==> config.mk <==
export PLATFORM = sky130hd
export DESIGN_NAME = hdlc_rx_deframer
export DESIGN_NICKNAME = d
export VERILOG_FILES = /design/src/rtl/hdlc_rx_pkg.sv /design/src/rtl/hdlc_run_classify.sv /design/src/rtl/hdlc_bit_delay.sv /design/src/rtl/hdlc_byte_pack.sv /design/src/rtl/hdlc_rx_deframer.sv
export SDC_FILE = /design/constraint.sdc
export NUM_CORES = 1
export LEC_CHECK = 0
export BUFFER_PORTS_ARGS = -buffer_cell sky130_fd_sc_hd__buf_2
export CAP_MARGIN = 20
export CORE_ASPECT_RATIO = 1.25
export CORE_UTILIZATION = 60
export CTS_BUF_LIST = sky130_fd_sc_hd__clkbuf_2 sky130_fd_sc_hd__clkbuf_4 sky130_fd_sc_hd__clkbuf_8
export CTS_CLUSTER_DIAMETER = 80
export DETAILED_ROUTE_END_ITERATION = 8
export PLACE_DENSITY = 0.92
export SLEW_MARGIN = 25
export SYNTH_ARGS = -nofsm -noshare
export SYNTH_HDL_FRONTEND = slang
export SYNTH_SLANG_ARGS = --single-unit
==> constraint.sdc <==
create_clock -name clk_i -period 2.74 [get_ports clk_i]
set_input_delay 0.137 -clock clk_i [delete_from_list [all_inputs] [get_ports clk_i]]
set_output_delay 0.137 -clock clk_i [all_outputs]
set_load 0.05 [all_outputs]
==> src/rtl/hdlc_rx_pkg.sv <==
package hdlc_rx_pkg;
  localparam int BYTE_W    = 8;
  localparam int FLAG_RUN  = 6;  // ones inside a flag
  localparam int HOLD_BITS = BYTE_W - 1;

  typedef enum logic [1:0] {
    ST_HUNT,
    ST_ARMED,
    ST_FRAME
  } rx_state_e;

  typedef enum logic [1:0] {
    BC_DATA,
    BC_STUFF,
    BC_FLAG,
    BC_ABORT
  } bit_class_e;
endpackage

==> src/rtl/hdlc_run_classify.sv <==
module hdlc_run_classify
  import hdlc_rx_pkg::*;
#(
  parameter int IDLE_RUN = 15,
  localparam int RUN_W = $clog2(IDLE_RUN + 1)
) (
  input  logic       clk_i,
  input  logic       rst_ni,
  input  logic       bit_i,
  input  logic       vld_i,
  output bit_class_e cls_o,
  output logic       line_idle_o
);
  logic [RUN_W-1:0] ones_q;

  always_ff @(posedge clk_i or negedge rst_ni) begin
    if (!rst_ni) ones_q <= '0;
    else if (vld_i) begin
      if (!bit_i) ones_q <= '0;
      else if (ones_q != RUN_W'(IDLE_RUN)) ones_q <= ones_q + 1'b1;
    end
  end

  always_comb begin
    if (bit_i) cls_o = (ones_q >= RUN_W'(FLAG_RUN)) ? BC_ABORT : BC_DATA;
    else if (ones_q == RUN_W'(FLAG_RUN - 1)) cls_o = BC_STUFF;
    else if (ones_q == RUN_W'(FLAG_RUN)) cls_o = BC_FLAG;
    else cls_o = BC_DATA;
  end

  assign line_idle_o = (ones_q == RUN_W'(IDLE_RUN));

  assert_idle_clears_R4: assert property (@(posedge clk_i) disable iff (!rst_ni)
    (vld_i && !bit_i) |=> !line_idle_o);
  assert_idle_needs_one_R4: assert property (@(posedge clk_i) disable iff (!rst_ni)
    $rose(line_idle_o) |-> $past(vld_i && bit_i));
endmodule

==> src/rtl/hdlc_bit_delay.sv <==
module hdlc_bit_delay #(
  parameter int DEPTH = 7,
  localparam int CNT_W = $clog2(DEPTH + 1)
) (
  input  logic clk_i,
  input  logic rst_ni,
  input  logic push_i,
  input  logic bit_i,
  input  logic flush_i,
  output logic out_vld_o,
  output logic out_bit_o
);
  logic [DEPTH-1:0] dq_q;
  logic [CNT_W-1:0] cnt_q;
  logic             full;

  assign full      = (cnt_q == CNT_W'(DEPTH));
  assign out_vld_o = push_i && full;
  assign out_bit_o = dq_q[DEPTH-1];

  always_ff @(posedge clk_i or negedge rst_ni) begin
    if (!rst_ni) begin
      dq_q  <= '0;
      cnt_q <= '0;
    end else if (flush_i) begin
      cnt_q <= '0;
    end else if (push_i) begin
      dq_q <= {dq_q[DEPTH-2:0], bit_i};
      if (!full) cnt_q <= cnt_q + 1'b1;
    end
  end

  assert_flush_empties_R7: assert property (@(posedge clk_i) disable iff (!rst_ni)
    flush_i |=> !out_vld_o);
endmodule

==> src/rtl/hdlc_byte_pack.sv <==
module hdlc_byte_pack #(
  parameter int W = 8,
  localparam int CNT_W = $clog2(W)
) (
  input  logic         clk_i,
  input  logic         rst_ni,
  input  logic         bit_vld_i,
  input  logic         bit_i,
  input  logic         clr_i,
  output logic         byte_vld_o,
  output logic [W-1:0] byte_o,
  output logic         partial_o
);
  logic [W-1:0]     sh_q;
  logic [CNT_W-1:0] cnt_q;

  assign byte_vld_o = bit_vld_i && (cnt_q == CNT_W'(W - 1));
  assign byte_o     = {bit_i, sh_q[W-1:1]};  // first bit lands in bit 0
  assign partial_o  = (cnt_q != '0);

  always_ff @(posedge clk_i or negedge rst_ni) begin
    if (!rst_ni) begin
      sh_q  <= '0;
      cnt_q <= '0;
    end else if (clr_i) begin
      cnt_q <= '0;
    end else if (bit_vld_i) begin
      sh_q  <= {bit_i, sh_q[W-1:1]};
      cnt_q <= byte_vld_o ? '0 : cnt_q + 1'b1;
    end
  end
endmodule

==> src/rtl/hdlc_rx_deframer.sv <==
module hdlc_rx_deframer
  import hdlc_rx_pkg::*;
#(
  parameter int IDLE_RUN = 15
) (
  input  logic              clk_i,
  input  logic              rst_ni,
  input  logic              bit_i,
  input  logic              bit_vld_i,
  output logic [BYTE_W-1:0] byte_o,
  output logic              byte_vld_o,
  output logic              sof_o,
  output logic              eof_o,
  output logic              err_o,
  output logic              abort_o,
  output logic              line_idle_o
);
  bit_class_e        cls;
  rx_state_e         state_q, state_d;
  logic              first_q, first_d;
  logic              is_flag, is_abort, is_data, push, dl_vld, dl_bit;
  logic              pk_vld, pk_partial, flush;
  logic [BYTE_W-1:0] pk_byte;

  hdlc_run_classify #(.IDLE_RUN(IDLE_RUN)) u_classify (
    .clk_i, .rst_ni, .bit_i, .vld_i(bit_vld_i), .cls_o(cls), .line_idle_o
  );

  assign is_flag  = bit_vld_i && (cls == BC_FLAG);
  assign is_abort = bit_vld_i && (cls == BC_ABORT);
  assign is_data  = bit_vld_i && (cls == BC_DATA);
  assign push     = is_data && (state_q != ST_HUNT);
  assign flush    = is_flag || is_abort;

  // holds back the bits that turn out to be the head of a closing flag
  hdlc_bit_delay #(.DEPTH(HOLD_BITS)) u_delay (
    .clk_i, .rst_ni, .push_i(push), .bit_i, .flush_i(flush),
    .out_vld_o(dl_vld), .out_bit_o(dl_bit)
  );

  hdlc_byte_pack #(.W(BYTE_W)) u_pack (
    .clk_i, .rst_ni, .bit_vld_i(dl_vld), .bit_i(dl_bit), .clr_i(flush),
    .byte_vld_o(pk_vld), .byte_o(pk_byte), .partial_o(pk_partial)
  );

  always_comb begin
    state_d = state_q;
    first_d = first_q;
    if (is_flag) state_d = ST_ARMED;
    else if (is_abort) state_d = ST_HUNT;
    else if (dl_vld && state_q == ST_ARMED) begin
      state_d = ST_FRAME;
      first_d = 1'b1;
    end
    if (pk_vld) first_d = 1'b0;
  end

  always_ff @(posedge clk_i or negedge rst_ni) begin
    if (!rst_ni) begin
      state_q    <= ST_HUNT;
      first_q    <= 1'b0;
      byte_o     <= '0;
      byte_vld_o <= 1'b0;
      sof_o      <= 1'b0;
      eof_o      <= 1'b0;
      err_o      <= 1'b0;
      abort_o    <= 1'b0;
    end else begin
      state_q    <= state_d;
      first_q    <= first_d;
      byte_vld_o <= pk_vld;
      sof_o      <= pk_vld && (first_q || state_q == ST_ARMED);
      if (pk_vld) byte_o <= pk_byte;
      eof_o      <= is_flag && (state_q == ST_FRAME);
      err_o      <= is_flag && (state_q == ST_FRAME) && pk_partial;
      abort_o    <= is_abort && (state_q == ST_FRAME);
    end
  end

  assert_single_event_R11: assert property (@(posedge clk_i) disable iff (!rst_ni)
    $onehot0({byte_vld_o, eof_o, abort_o}));
  assert_sof_on_byte_R6: assert property (@(posedge clk_i) disable iff (!rst_ni)
    sof_o |-> byte_vld_o);
  assert_err_on_eof_R8: assert property (@(posedge clk_i) disable iff (!rst_ni)
    err_o |-> eof_o);
  assert_quiet_without_vld_R10: assert property (@(posedge clk_i) disable iff (!rst_ni)
    !bit_vld_i |=> !(byte_vld_o || eof_o || abort_o));
  assert_eof_rearms_R7: assert property (@(posedge clk_i) disable iff (!rst_ni)
    eof_o |-> state_q == ST_ARMED);
  assert_abort_hunts_R9: assert property (@(posedge clk_i) disable iff (!rst_ni)
    abort_o |-> state_q == ST_HUNT);
endmodule

Yosys cells after proc, flatten, opt, wreduce, memory -nomap -nowiden
Cells that the tools add are included.
{ "op_classes": {"n_addsub": 3, "multipliers": 0, "div_mod_pow": 0, "n_lt_le_gt_ge": 1, "n_eq_ne": 14, "n_shift": 0, "muxes": 19, "bitwise_logic": 1, "reduce_logical": 25} }
{ "op_table": {"columns": ["op", "count"], "rows": [
  ["3-bit 2-to-1 mux", 6],
  ["2-bit 2-to-1 mux", 7],
  ["1-bit logical AND", 11],
  ["4-bit by 3-bit equality test with 1-bit output (second input constant)", 2],
  ["4-bit 2-to-1 mux", 2],
  ["2-bit AND reduction", 4],
  ["2-bit nonzero test", 4],
  ["3-bit by 1-bit adder with 3-bit output (second input constant)", 2],
  ["2-bit equality test (second input constant)", 3],
  ["3-bit equality test (second input constant)", 2],
  ["2-bit by 1-bit != test with 1-bit output (second input constant)", 3],
  ["3-bit nonzero test", 2],
  ["4-bit by 1-bit adder with 4-bit output (second input constant)", 1],
  ["4-bit equality test (second input constant)", 1],
  ["4-bit by 3-bit greater-or-equal comparator with 1-bit output (second input constant)", 1],
  ["1-bit 2-to-1 mux", 4],
  ["4-bit != test (second input constant)", 1],
  ["3-bit AND reduction", 1],
  ["2-bit by 1-bit equality test with 1-bit output (second input constant)", 1],
  ["2-bit zero test", 1],
  ["1-bit logical OR", 2],
  ["2-bit != test (second input constant)", 1],
  ["1-bit NOT", 1]
]} }
{ "word_totals": {"ff_bits": 41, "latchBits": 0, "ramBits": 0, "romBits": 0, "memories": 0} }

Logic depth before layout (Yosys ltp)
{ "depth": {"ltp_word": 13, "mapped_depth": 8, "mapped_depth_nobuf": 6} }

Cells and area by module
A second synthesis with hierarchy kept.
{ "hier_totals": {"cells_unflattened": 146, "area_unflattened_um2": 1921.8} }
{ "modules_own_cells": {"columns": ["module", "n_inst", "cells_each", "area_each_um2", "seq_area_each_um2"], "rows": [
  ["hdlc_rx_deframer", 1, 45, 656.9, 400.4],
  ["hdlc_bit_delay", 1, 32, 486.7, 250.2],
  ["hdlc_byte_pack", 1, 34, 486.7, 250.2],
  ["hdlc_run_classify", 1, 35, 291.5, 100.1]
]} }

Least setup slack after synthesis
OpenSTA, ideal clock, no wires.
{ "synth_path": {"path_type": "flip-flop to flip-flop", "from": "register u_classify.ones_q[0]", "to": "register byte_o[1]", "arrival_time_ns": 2.126, "required_ns": 2.615, "setup_slack_ns": 0.489, "path_stages_with_launch": 9, "synth_period_minus_slack_ns": 2.251, "path_cell_list": "dfrtp_1 > inv_1 > ha_1 > or4b_4 > o221a_4 > buf_6 > nor3_4 > buf_6 > mux2_4"} }
{ "synth_via": {"elab_chain_len": 9} }
{ "synth_lines": {"columns": ["item", "line_no", "rtl"], "rows": [
  ["from (decl)", "hdlc_run_classify.sv:14", "logic [RUN_W-1:0] ones_q;"],
  ["from (signal assigned)", "hdlc_run_classify.sv:20", "else if (ones_q != RUN_W'(IDLE_RUN)) ones_q <= ones_q + 1'b1;"],
  ["parallel branches: the longest is 3 deep, another holds 4-bit by 3-bit greater-or-equal comparator with 1-bit output", null, null],
  ["2-bit 2-to-1 mux *", "hdlc_run_classify.sv:25", "if (bit_i) cls_o = (ones_q >= RUN_W'(FLAG_RUN)) ? BC_ABORT : BC_DATA;"],
  ["2-bit zero test *", "hdlc_rx_deframer.sv:31", "assign is_data = bit_vld_i && (cls == BC_DATA);"],
  ["1-bit logical AND *", "hdlc_rx_deframer.sv:31", null],
  ["1-bit logical AND *", "hdlc_rx_deframer.sv:32", "assign push = is_data && (state_q != ST_HUNT);"],
  ["1-bit logical AND *", "hdlc_bit_delay.sv:18", "assign out_vld_o = push_i && full;"],
  ["1-bit logical AND *", "hdlc_byte_pack.sv:17", "assign byte_vld_o = bit_vld_i && (cnt_q == CNT_W'(W - 1));"],
  ["named net pk_vld", "hdlc_rx_deframer.sv:22", "logic pk_vld, pk_partial, flush;"],
  ["to (signal assigned)", "hdlc_rx_deframer.sv:73", "if (pk_vld) byte_o <= pk_byte;"],
  ["to (decl)", "hdlc_rx_deframer.sv:10", "output logic [BYTE_W-1:0] byte_o,"]
]} }
Mark *: on every way through the listed nets, which the timed path passes.
A chain may end at the register's enable or synchronous reset.

Worst setup path in the final report
{ "layout_path": {"from": "register u_classify.ones_q[0]", "to": "register byte_o[4]"} }
{ "layout_via": {"elab_chain_len": 9} }
{ "layout_lines": {"columns": ["item", "line_no"], "rows": [
  ["parallel branches: the longest is 3 deep, another holds 4-bit by 3-bit greater-or-equal comparator with 1-bit output", null],
  ["2-bit 2-to-1 mux *", "hdlc_run_classify.sv:25"],
  ["2-bit zero test *", "hdlc_rx_deframer.sv:31"],
  ["1-bit logical AND *", "hdlc_rx_deframer.sv:31"],
  ["1-bit logical AND *", "hdlc_rx_deframer.sv:32"],
  ["1-bit logical AND *", "hdlc_bit_delay.sv:18"],
  ["1-bit logical AND *", "hdlc_byte_pack.sv:17"]
]} }
Every way passes the cells marked *.

==> results.toml <==
[global_routing]
grt_pass1_vias = 1288
grt_remaining_overflow = 0
grt_pass1_wl_um = 5940
grt_max_degree = 41
grt_usage_pct = 24.5
antenna_found_initial = 0

[clock_network]
post-cts-setup-buffers = 0
cts-buffers-inserted = 5
clk_latency_ns = 0.35
clockBufferDepth = 2
cts_htree_levels = 2
root_buffer = "clkbuf_4"
cts.repair.resized = 0
cts.sinks = 40
clk_pin_slew_ns = 0.12
tritoncts = "yes"
hold_buffers = 1

[yosys]
synth_top_cells_by_area = "dfrtp_1, mux2_2, mux2_4, ha_1, o21ai_0"
avgSynthCellArea_sq_um = 12.8
synthArstFlopShare_pct = 100
yosysTopAreaCell = "dfrtp_1"
synthCells = 147
ys_seq_area_share_pct = 53.3
synth_cell_type_count = 40
synth-edff-count = 0
synth_top_area_share_pct = 53.3
syn_area_sq_um = 1880
yosys_warnings = 0
synth-main-ff-cell = "dfrtp_1"
syn-num-nets = 159
synth_seq_cells = 40

[drt]
drc = 0
route.met3.wl_um = 134
dr_total_vias = 1230
routed-wl-met2_um = 1830
wl_um = 3470
via_per_inst = 5.97
ant_nets = 0
drt_iter0_drc = 38
wl_per_cell_um = 16.9
drt-met1-wl_um = 1430
highest-signal-layer = "met4"
drt-pass1-iter-count = 4

[floorplanning]
num_io_pins = 18
core_area_sq_um = 2950
die_w_um = 52.0
die_h_um = 64.6
initial_core_util_pct = 63.8
die_area_sq_um = 3360
rows = 22

[timing]
fin_tns_setup_ns = 0
clock_skew_ns = 0.0106
tightest_slew_ns = 0.847
rsz0062_at_grt = "false"
post-route-min-period_ns = 2.48
relSlewSlack_pct = 43.5
finalCritPeriodShare_pct = 90.7
hold_slack_ns = 0.0595
finalMaxSlewViolations = 0
fmax_mhz = 403
hold_violations = 0
setup_viol = 0

[critical_path]
cp_data_arrival_time_ns = 2.73
start_kind = "register"
cp-end-kind = "register"
path_class = "reg -> reg"
required_ns = 2.98
path_max_fanout = 9

[finish]
finish.utilization_pct = 72.2
fin_cells = 206
multi_input_area_sq_um = 812
nFillCells = 193
insertedDiodeCount = 0
final_layout_size_suffix_gt1_share_pct = 32.9
final_nets = 181
area_delta_synth_final_pct = 13.2
seq_area_sq_um = 1000

[run]
maxCapViolCount = 0

[power_and_ir_drop]
irDropWorstVdd_v = 0.000907
finalPower_mw = 1.65
power.leakage_nw = 1.07
p_per_area_nw_per_um2 = 776

[place]
portBuffers = 17
gp_congestion = 0.822
dp.cells = 197
hpwl_um = 2400

[min_path]
hold_class = "in -> reg"

[run_status]
status = "complete, no violations"
-- area by class of cell --
| type | instances | area share [%] |
|---|---|---|
| flip-flops and latches | 40 | 47.1 |
| multi-input cells | 94 | 38.2 |
| repair buffers | 20 | 5.18 |
| clock inverters | 3 | 4.24 |
| well taps | 36 | 2.12 |
| clock buffers | 5 | 1.77 |
| inverters | 8 | 1.41 |
-- synth_stat cells (all sizes together), types with 2 or more instances --
master   n
nor2b    2
a21oi    7
a22o     3
o21a     3
nor2     6
o21ai    8
buf      2
clkbuf   3
nand3    3
ha       8
dfrtp   40
mux2    22
o21ba    2
nor3     4
nand2b   3
nand2    5
inv      8
-- through the flow --
| step | worst slack (ns) | instance area, sq um |
|---|---|---|
| CTS | 0.245 | 2130 |
| global route | 0.160 | 2130 |
| global placement | 0.395 | 1990 |
| finish | 0.256 | 2130 |
| floorplan | 0.489 | 1880 |
| detailed placement | 0.299 | 1990 |
-- cells in the final DEF (no fill, tap or decap), types with 2 or more instances in the layout --
cell,n
nor2b_1,2
nor2_4,2
o21a_1,3
nand3_1,3
bufinv_16,3
dfrtp_1,40
a22o_1,3
buf_4,2
mux2_4,7
nor3_1,3
ha_1,8
inv_1,8
nand2b_1,3
clkbuf_4,5
nor2_1,4
mux2_2,15
buf_2,17
a21oi_1,7
nand2_1,5
o21ai_0,8
-- layer usage --
metal | track usage (%) | up-vias
met4 | 11.1 | 0
li1 | - | 572
met3 | 4.93 | 9
met5 | 0 | -
met1 | 28.4 | 614
met2 | 42.5 | 35
-- worst paths after layout --
path	startpoint	endpoint	slack, ns	cells past startpoint
setup / recovery	u_classify.ones_q[0]	byte_o[4]	0.26	7
hold / removal	bit_vld_i	u_classify.ones_q[3]	0.06	2
setup reg to reg	u_classify.ones_q[0]	byte_o[4]	0.26	7
hold reg to reg	byte_o[0]	byte_o[0]	0.52	1
max in group asynchronous	rst_ni	u_pack.sh_q[6]	1.80	2
min in group asynchronous	rst_ni	u_classify.ones_q[2]	0.41	2
-- kinds of logic (layout without fill, tap and decap cells) --
family                   count (synthesis)  after routing  synth area share [%]
flip-flops                              40             40                  53.3
AO/OA/AOI/OAI                           34             34                  13.2
AND/OR/NAND/NOR                         30             30                  10.1
multiplexers                            22             22                  14.6
buffers and inverters                   13             36                  3.46
adder cells (fa/ha/maj)                  8              8                  5.33
-- flip-flops by register name (all words and copies together) (netlist names) --
signal / flops
u_delay.cnt_q: 3
state_q: 2
u_pack.sh_q: 7
byte_vld_o: 1
eof_o: 1
u_pack.cnt_q: 3
u_classify.ones_q: 4
first_q: 1
sof_o: 1
abort_o: 1
byte_o: 8
err_o: 1
u_delay.dq_q: 7
-- critical path: stages (launching register included) --
cell     delay [ns]
dfrtp_1        0.48
inv_1          0.07
ha_1           0.25
or4b_4         0.51
o221a_4        0.19
nor3_4         0.31
buf_4          0.25
mux2_4         0.32
-- power by group --
| part | switching [mW] | total [mW] | internal, mW |
|---|---|---|---|
| Combinational | 0.150 | 0.298 | 0.147 |
| Clock | 0.200 | 0.575 | 0.376 |
| Sequential | 0.0866 | 0.777 | 0.690 |
| Total | 0.436 | 1.65 | 1.21 |
No activity file was read; power rests on OpenSTA's default activity.
